--- src/rtl/vtg_pkg.sv ---
package vtg_pkg;
  localparam int LW = 16;
  localparam int CW = 12;
  localparam logic [LW-1:0] SEED = '1;
  localparam logic [LW-1:0] TAPS = 16'h8016;

  typedef logic [LW-1:0] lstate_t;
  typedef logic [CW-1:0] coord_t;

  typedef struct packed {
    lstate_t end_st;
    lstate_t sync_end_st;
    lstate_t act_start_st;
    lstate_t act_end_st;
    coord_t  act_len;
  } axis_cfg_t;

  typedef enum logic [1:0] {
    BLK_ON    = 2'd0,
    BLK_BLANK = 2'd1,
    BLK_OFF   = 2'd2,
    BLK_OFF2  = 2'd3
  } blank_e;

  function automatic lstate_t lfsr_next(lstate_t v);
    return {v[LW-2:0], ^(v & TAPS)};
  endfunction

  function automatic lstate_t lfsr_walk(int n);
    lstate_t v = SEED;
    for (int i = 0; i < n; i++) v = lfsr_next(v);
    return v;
  endfunction
endpackage

--- src/rtl/vtg_axis.sv ---
module vtg_axis
  import vtg_pkg::*;
#(
  parameter int SYNC_START_STEPS = 0
) (
  input  logic      clk,
  input  logic      rst_n,
  input  logic      adv,
  input  axis_cfg_t cfg,
  output logic      wrap,
  output logic      sync,
  output logic      act,
  output coord_t    coord
);
  localparam lstate_t SYNC_START = lfsr_walk(SYNC_START_STEPS);

  lstate_t pos_q, pos_nxt;
  logic    sync_q, act_q;
  coord_t  coord_q;
  logic    at_end, enter_act, leave_act, cap_hit;

  always_comb begin
    at_end    = (pos_q == cfg.end_st);
    pos_nxt   = at_end ? SEED : lfsr_next(pos_q);
    enter_act = (pos_nxt == cfg.act_start_st);
    cap_hit   = (coord_q == coord_t'(cfg.act_len - coord_t'(1)));
    leave_act = act_q && ((pos_nxt == cfg.act_end_st) || cap_hit);
  end

  always_ff @(posedge clk) begin
    if (!rst_n) begin
      pos_q   <= SEED;
      sync_q  <= (SYNC_START == SEED);
      act_q   <= (cfg.act_start_st == SEED);
      coord_q <= '0;
    end else if (adv) begin
      pos_q <= pos_nxt;
      if (pos_nxt == cfg.sync_end_st)  sync_q <= 1'b0;
      else if (pos_nxt == SYNC_START)  sync_q <= 1'b1;
      if (enter_act) begin
        act_q   <= 1'b1;
        coord_q <= '0;
      end else if (leave_act) begin
        act_q   <= 1'b0;
        coord_q <= '0;
      end else if (act_q) begin
        coord_q <= coord_q + coord_t'(1);
      end
    end
  end

  assign wrap  = adv && at_end;
  assign sync  = sync_q;
  assign act   = act_q;
  assign coord = coord_q;

  // a shift register started from a nonzero seed never locks at zero
  a_r1_no_lockup: assert property (@(posedge clk) disable iff (!rst_n)
    pos_q != '0);

  // R2 (pixel axis) and R3 (line axis): a match restarts at the seed
  a_r2_wrap_seed: assert property (@(posedge clk) disable iff (!rst_n)
    wrap |=> (pos_q == SEED));

  a_r10_hold: assert property (@(posedge clk) disable iff (!rst_n)
    !adv |=> ($stable(pos_q) && $stable(coord_q) && $stable(sync_q) && $stable(act_q)));

  a_r7_cap: assert property (@(posedge clk) disable iff (!rst_n)
    act_q |-> (coord_q < cfg.act_len));

  a_r8_origin: assert property (@(posedge clk) disable iff (!rst_n)
    $rose(act_q) |-> (coord_q == '0));
endmodule

--- src/rtl/vtg_shadow.sv ---
module vtg_shadow
  import vtg_pkg::*;
#(
  parameter int NAX = 2
) (
  input  logic      clk,
  input  logic      rst_n,
  input  logic      load,
  input  axis_cfg_t cfg_in [NAX],
  output axis_cfg_t cfg_q  [NAX]
);
  for (genvar a = 0; a < NAX; a++) begin : g_ax
    always_ff @(posedge clk) begin
      if (!rst_n || load) cfg_q[a] <= cfg_in[a];
    end

    a_r11_frame_only: assert property (@(posedge clk) disable iff (!rst_n)
      !load |=> $stable(cfg_q[a]));
  end
endmodule

--- src/rtl/vtg_out.sv ---
module vtg_out
  import vtg_pkg::*;
(
  input  logic [1:0] mode,
  input  logic       h_sync,
  input  logic       v_sync,
  input  logic       h_act,
  input  logic       v_act,
  output logic       hsync,
  output logic       vsync,
  output logic       de
);
  blank_e m;
  logic   run;

  always_comb begin
    m     = blank_e'(mode);
    run   = (m == BLK_ON) || (m == BLK_BLANK);
    hsync = run && h_sync;
    vsync = run && v_sync;
    de    = (m == BLK_ON) && h_act && v_act;
  end
endmodule

--- src/rtl/lfsr_video_timing.sv ---
module lfsr_video_timing
  import vtg_pkg::*;
(
  input  logic          clk,
  input  logic          rst_n,
  input  logic          pix_ce,
  input  logic [1:0]    blank_mode,
  input  logic [LW-1:0] h_total_cmp,
  input  logic [LW-1:0] h_sync_end_cmp,
  input  logic [LW-1:0] h_act_start_cmp,
  input  logic [LW-1:0] h_act_end_cmp,
  input  logic [CW-1:0] h_act_len,
  input  logic [LW-1:0] v_total_cmp,
  input  logic [LW-1:0] v_sync_end_cmp,
  input  logic [LW-1:0] v_act_start_cmp,
  input  logic [LW-1:0] v_act_end_cmp,
  input  logic [CW-1:0] v_act_len,
  output logic          hsync,
  output logic          vsync,
  output logic          de,
  output logic [CW-1:0] px_x,
  output logic [CW-1:0] px_y
);
  localparam int NAX = 2;

  axis_cfg_t cfg_in [NAX];
  axis_cfg_t cfg_sh [NAX];
  logic      h_wrap, v_wrap, h_sync, v_sync, h_act, v_act;
  coord_t    h_coord, v_coord;

  always_comb begin
    cfg_in[0] = '{end_st: h_total_cmp, sync_end_st: h_sync_end_cmp,
                  act_start_st: h_act_start_cmp, act_end_st: h_act_end_cmp,
                  act_len: h_act_len};
    cfg_in[1] = '{end_st: v_total_cmp, sync_end_st: v_sync_end_cmp,
                  act_start_st: v_act_start_cmp, act_end_st: v_act_end_cmp,
                  act_len: v_act_len};
  end

  vtg_shadow #(.NAX(NAX)) u_shadow (
    .clk(clk), .rst_n(rst_n), .load(v_wrap), .cfg_in(cfg_in), .cfg_q(cfg_sh)
  );

  vtg_axis #(.SYNC_START_STEPS(1)) u_hax (
    .clk(clk), .rst_n(rst_n), .adv(pix_ce), .cfg(cfg_sh[0]),
    .wrap(h_wrap), .sync(h_sync), .act(h_act), .coord(h_coord)
  );

  vtg_axis #(.SYNC_START_STEPS(0)) u_vax (
    .clk(clk), .rst_n(rst_n), .adv(h_wrap), .cfg(cfg_sh[1]),
    .wrap(v_wrap), .sync(v_sync), .act(v_act), .coord(v_coord)
  );

  vtg_out u_out (
    .mode(blank_mode), .h_sync(h_sync), .v_sync(v_sync), .h_act(h_act),
    .v_act(v_act), .hsync(hsync), .vsync(vsync), .de(de)
  );

  assign px_x = h_coord;
  assign px_y = v_coord;
endmodule

--- config.mk ---
export PLATFORM = sky130hd
export DESIGN_NAME = lfsr_video_timing
export DESIGN_NICKNAME = d
export VERILOG_FILES = /design/src/rtl/vtg_pkg.sv /design/src/rtl/vtg_axis.sv /design/src/rtl/vtg_shadow.sv /design/src/rtl/vtg_out.sv /design/src/rtl/lfsr_video_timing.sv
export SDC_FILE = /design/constraint.sdc
export NUM_CORES = 1
export LEC_CHECK = 0
export ABC_CLOCK_PERIOD_IN_PS = 16700
export BUFFER_PORTS_ARGS = -buffer_cell sky130_fd_sc_hd__buf_2
export CAP_MARGIN = 20
export CORE_MARGIN = 2
export CORE_UTILIZATION = 36
export DETAILED_ROUTE_END_ITERATION = 8
export GPL_ROUTABILITY_DRIVEN = 0
export PLACE_DENSITY = 0.56
export SLEW_MARGIN = 30
export SYNTH_ARGS = -nofsm -noshare
export SYNTH_HDL_FRONTEND = slang
export SYNTH_SLANG_ARGS = --single-unit
--- constraint.sdc ---
create_clock -name clk -period 16.7 [get_ports clk]
set_clock_uncertainty 0.15 [all_clocks]
set_input_delay 0.835 -clock clk [delete_from_list [all_inputs] [get_ports clk]]
set_output_delay 0.835 -clock clk [all_outputs]
set_load 0.005 [all_outputs]
==> impl_metrics.tcl <==
set metrics [dict create \
    area_growth_pct 18.6 \
    clock_sinks 212 \
    rrSetupSlack_ns 12.11 \
    final_cell_mix "buf_2 (183), edfxtp_1 (154), nand2_1 (93)" \
    drv_cap 0 \
    highest_layer "met5" \
    finalHoldViolCount 0 \
    layout-drive-gt1-share_pct 23.3 \
    ys_warn_count 0 \
    worstSetupStartpointType "flip-flop" \
    vdd_drop_max_mv 0.0800 \
    min_to "u_shadow.cfg_q[116]" \
    die_h_um 179 \
    mostFrequentLayoutCell "buf_2" \
    htree_levels 1 \
    cts-buffers-inserted 26 \
    async_reset_ff_share_pct 0 \
    gr-total-overflow 0 \
    synth_edf_count 154 \
    grt_pass1_wl_um 45100 \
    cts_resized 0 \
    maxClockFrequency_mhz 218 \
    dr_wl_met3_um 1720 \
    p_comb_share_pct 7.1 \
    min_period_over_period_pct 27.5 \
    intPower_uw 1000 \
    postRouteAntennaNets 0 \
    synth_cells 1046 \
    first_pass_iters 5 \
    relSlewSlack_pct 44.1 \
    core-area_um2 30300 \
    rows 64 \
    outcome "finished clean" \
    setup_viol 0 \
    seq_area_frac_synth_pct 52.5 \
    grt_max_degree 80 \
    rr_startpoint "u_hax.pos_q[10]" \
    powerDensity_nw_per_um2 100 \
    critPathKind "flip-flop to flip-flop" \
    cp.required_ns 16.71 \
    cts_hold_buf 0 \
    rsz0062_at_grt "false" \
    cp.arrival_ns 4.60 \
    clock_latency_ns 0.53 \
    period_needed_ns 4.59 \
    wire_per_inst_um 18.4 \
    cts_tree "built" \
    antenna_found_initial 3 \
    clock_tree.root_cell "clkbuf_16" \
    fin_setup_tns_ns 0 \
    nets 1361 \
    p_switching_uw 306 \
    route.detailed.drc 0 \
    hpwl_um 21100 \
    ys_seq_elements 212 \
    nFillCells 2897 \
    reg2regPathDepth 7 \
    drv_slew 0 \
    wl_um 29700 \
    io_pins 184 \
    clkTransAtPathRegs_ns 0.06 \
    avgSynthCellArea_um2 10.5 \
    die_w_um 179 \
    synth_nets 1207 \
    initial_core_util_pct 36.3 \
    hold-path-cell-count 1 \
    worstSetupEndpointType "flip-flop" \
    die-area_um2 32000 \
    min_from "h_act_start_cmp[12]" \
    track_usage_pct 18.0 \
    power_frac_seq_pct 48.6 \
    cp_max_fo 79 \
    p_sw_share_pct 23.3 \
    worst_pin_slew_ns 0.831 \
    clockBufferDepth 3 \
    met1Wirelength_um 13600 \
    grt_pass1_vias 8231 \
    dr_wl_met2_um 13600 \
    yosysUniqueCellTypes 71 \
    vias 8823 \
    hold_class "primary input to flip-flop" \
    p_leak_uw 0.00503 \
    clkPwrFrac_pct 44.4 \
    port_buffers 183 \
    synth_area_um2 11000 \
    r2r_end "u_shadow.cfg_q[147]" \
    synth-main-ff-cell "edfxtp_1" \
    drtIter0Drc 615 \
    post_cts_buffers 0 \
    fin_util_pct 43.0 \
    vias_per_cell 5.46 \
]
Yosys cell counts (all sizes together), types with 8 or more instances:
cell	instances	share of area [%]
edfxtp	154	42
nand2	95	3.3
nor2	66	2.2
o21ai	60	2.7
dfxtp	58	11
xnor2	56	4.6
a21oi	51	2.6
xor2	51	4.1
nor4	39	2.9
nand4	38	2.3
inv	34	1.2
nor3	33	1.6
buf	32	2.1
clkbuf	32	1.1
o211ai	24	1.6
nand3	22	1.0
and3	20	1.1
or3	20	1.1
or2	16	0.91
a311oi	12	1.0
o22ai	12	0.68
a22oi	10	0.68
and2	9	0.51
o41ai	9	0.72
a31oi	8	0.51
critical path: stages (launching register included):
cell	delay [ns]
dfxtp_1	0.62
xnor2_1	0.21
nand4_2	0.21
or4_1	0.94
nor2_1	0.61
nand2_1	0.26
nand2_8	0.51
buf_6	0.59
cell families (layout without fill, tap and decap cells):
| family | Yosys count | count (layout) | synth area share [%] |
|---|---|---|---|
| simple gates | 393 | 393 | 19.7 |
| compound gates | 226 | 226 | 13.9 |
| flops | 212 | 212 | 52.5 |
| xor+xnor | 107 | 107 | 8.64 |
| buf+inv | 99 | 273 | 4.35 |
| mux | 5 | 5 | 0.466 |
| fa+ha+maj | 4 | 4 | 0.454 |
| other cells | 0 | 1 | 0 |
flip-flops by register name, indices dropped and copies added (netlist names):
register and cells:
u_hax.coord 12, u_vax.pos_q 16, u_vax.coord 12, u_vax.act 1, u_hax.act 1, u_shadow.cfg_q 152
u_vax.sync 1, u_hax.sync 1, u_hax.pos_q 16
layer usage:
metal	GRT usage (%)	up-vias
met3	3.01	52
met5	0	-
met4	4.74	4
li1	-	4259
met1	24.9	4257
met2	29.3	251
worst max path at each step:
stage	start	to	slack [ns]	depth (start not counted)
5_1_grt	u_hax.pos_q[10]	u_shadow.cfg_q[88]	11.78	7
4_1_cts	u_hax.pos_q[10]	u_shadow.cfg_q[100]	11.59	7
6_report	u_hax.pos_q[10]	u_shadow.cfg_q[147]	12.11	7
3_5_place_dp	u_hax.pos_q[10]	u_shadow.cfg_q[151]	11.64	7
2_1_floorplan	u_hax.pos_q[5]	u_shadow.cfg_q[0]	10.88	9
3_3_place_gp	u_hax.pos_q[10]	u_shadow.cfg_q[87]	11.85	7
area by class of cell:
cell class / count / area [um2] / share of cell area [%]
sequential: 212 / 5790 / 44.3
clock buffer: 34 / 741 / 5.67
clock inverter: 14 / 159 / 1.22
multi-input combinational: 735 / 4770 / 36.5
inverter: 35 / 131 / 1.01
tap: 396 / 495 / 3.79
timing repair buffer: 190 / 972 / 7.44
antenna: 1 / 2.50 / 0.0192
power groups by stage:
stage | Sequential, uW | Combinational (uW) | Clock, uW
finish | 636 | 92.7 | 581
global route | 640 | 104 | 619
CTS | 636 | 93.6 | 599
detailed placement | 647 | 93.1 | 0
global placement | 646 | 91.8 | 0
floorplan | 633 | 63.6 | 0
metrics by stage:
stage	hold slack, ns	total power, uW	area, um2	worst slack, ns	instances
6_report	0.325	1310	13100	12.11	1617
5_1_grt	0.299	1360	13100	11.78	1617
3_3_place_gp	0.367	738	12100	11.85	1568
3_5_place_dp	0.364	740	12100	11.64	1568
4_1_cts	0.291	1330	13000	11.59	1616
2_1_floorplan	0.286	697	11000	10.88	1046
No activity file was read; power rests on OpenSTA's default activity.
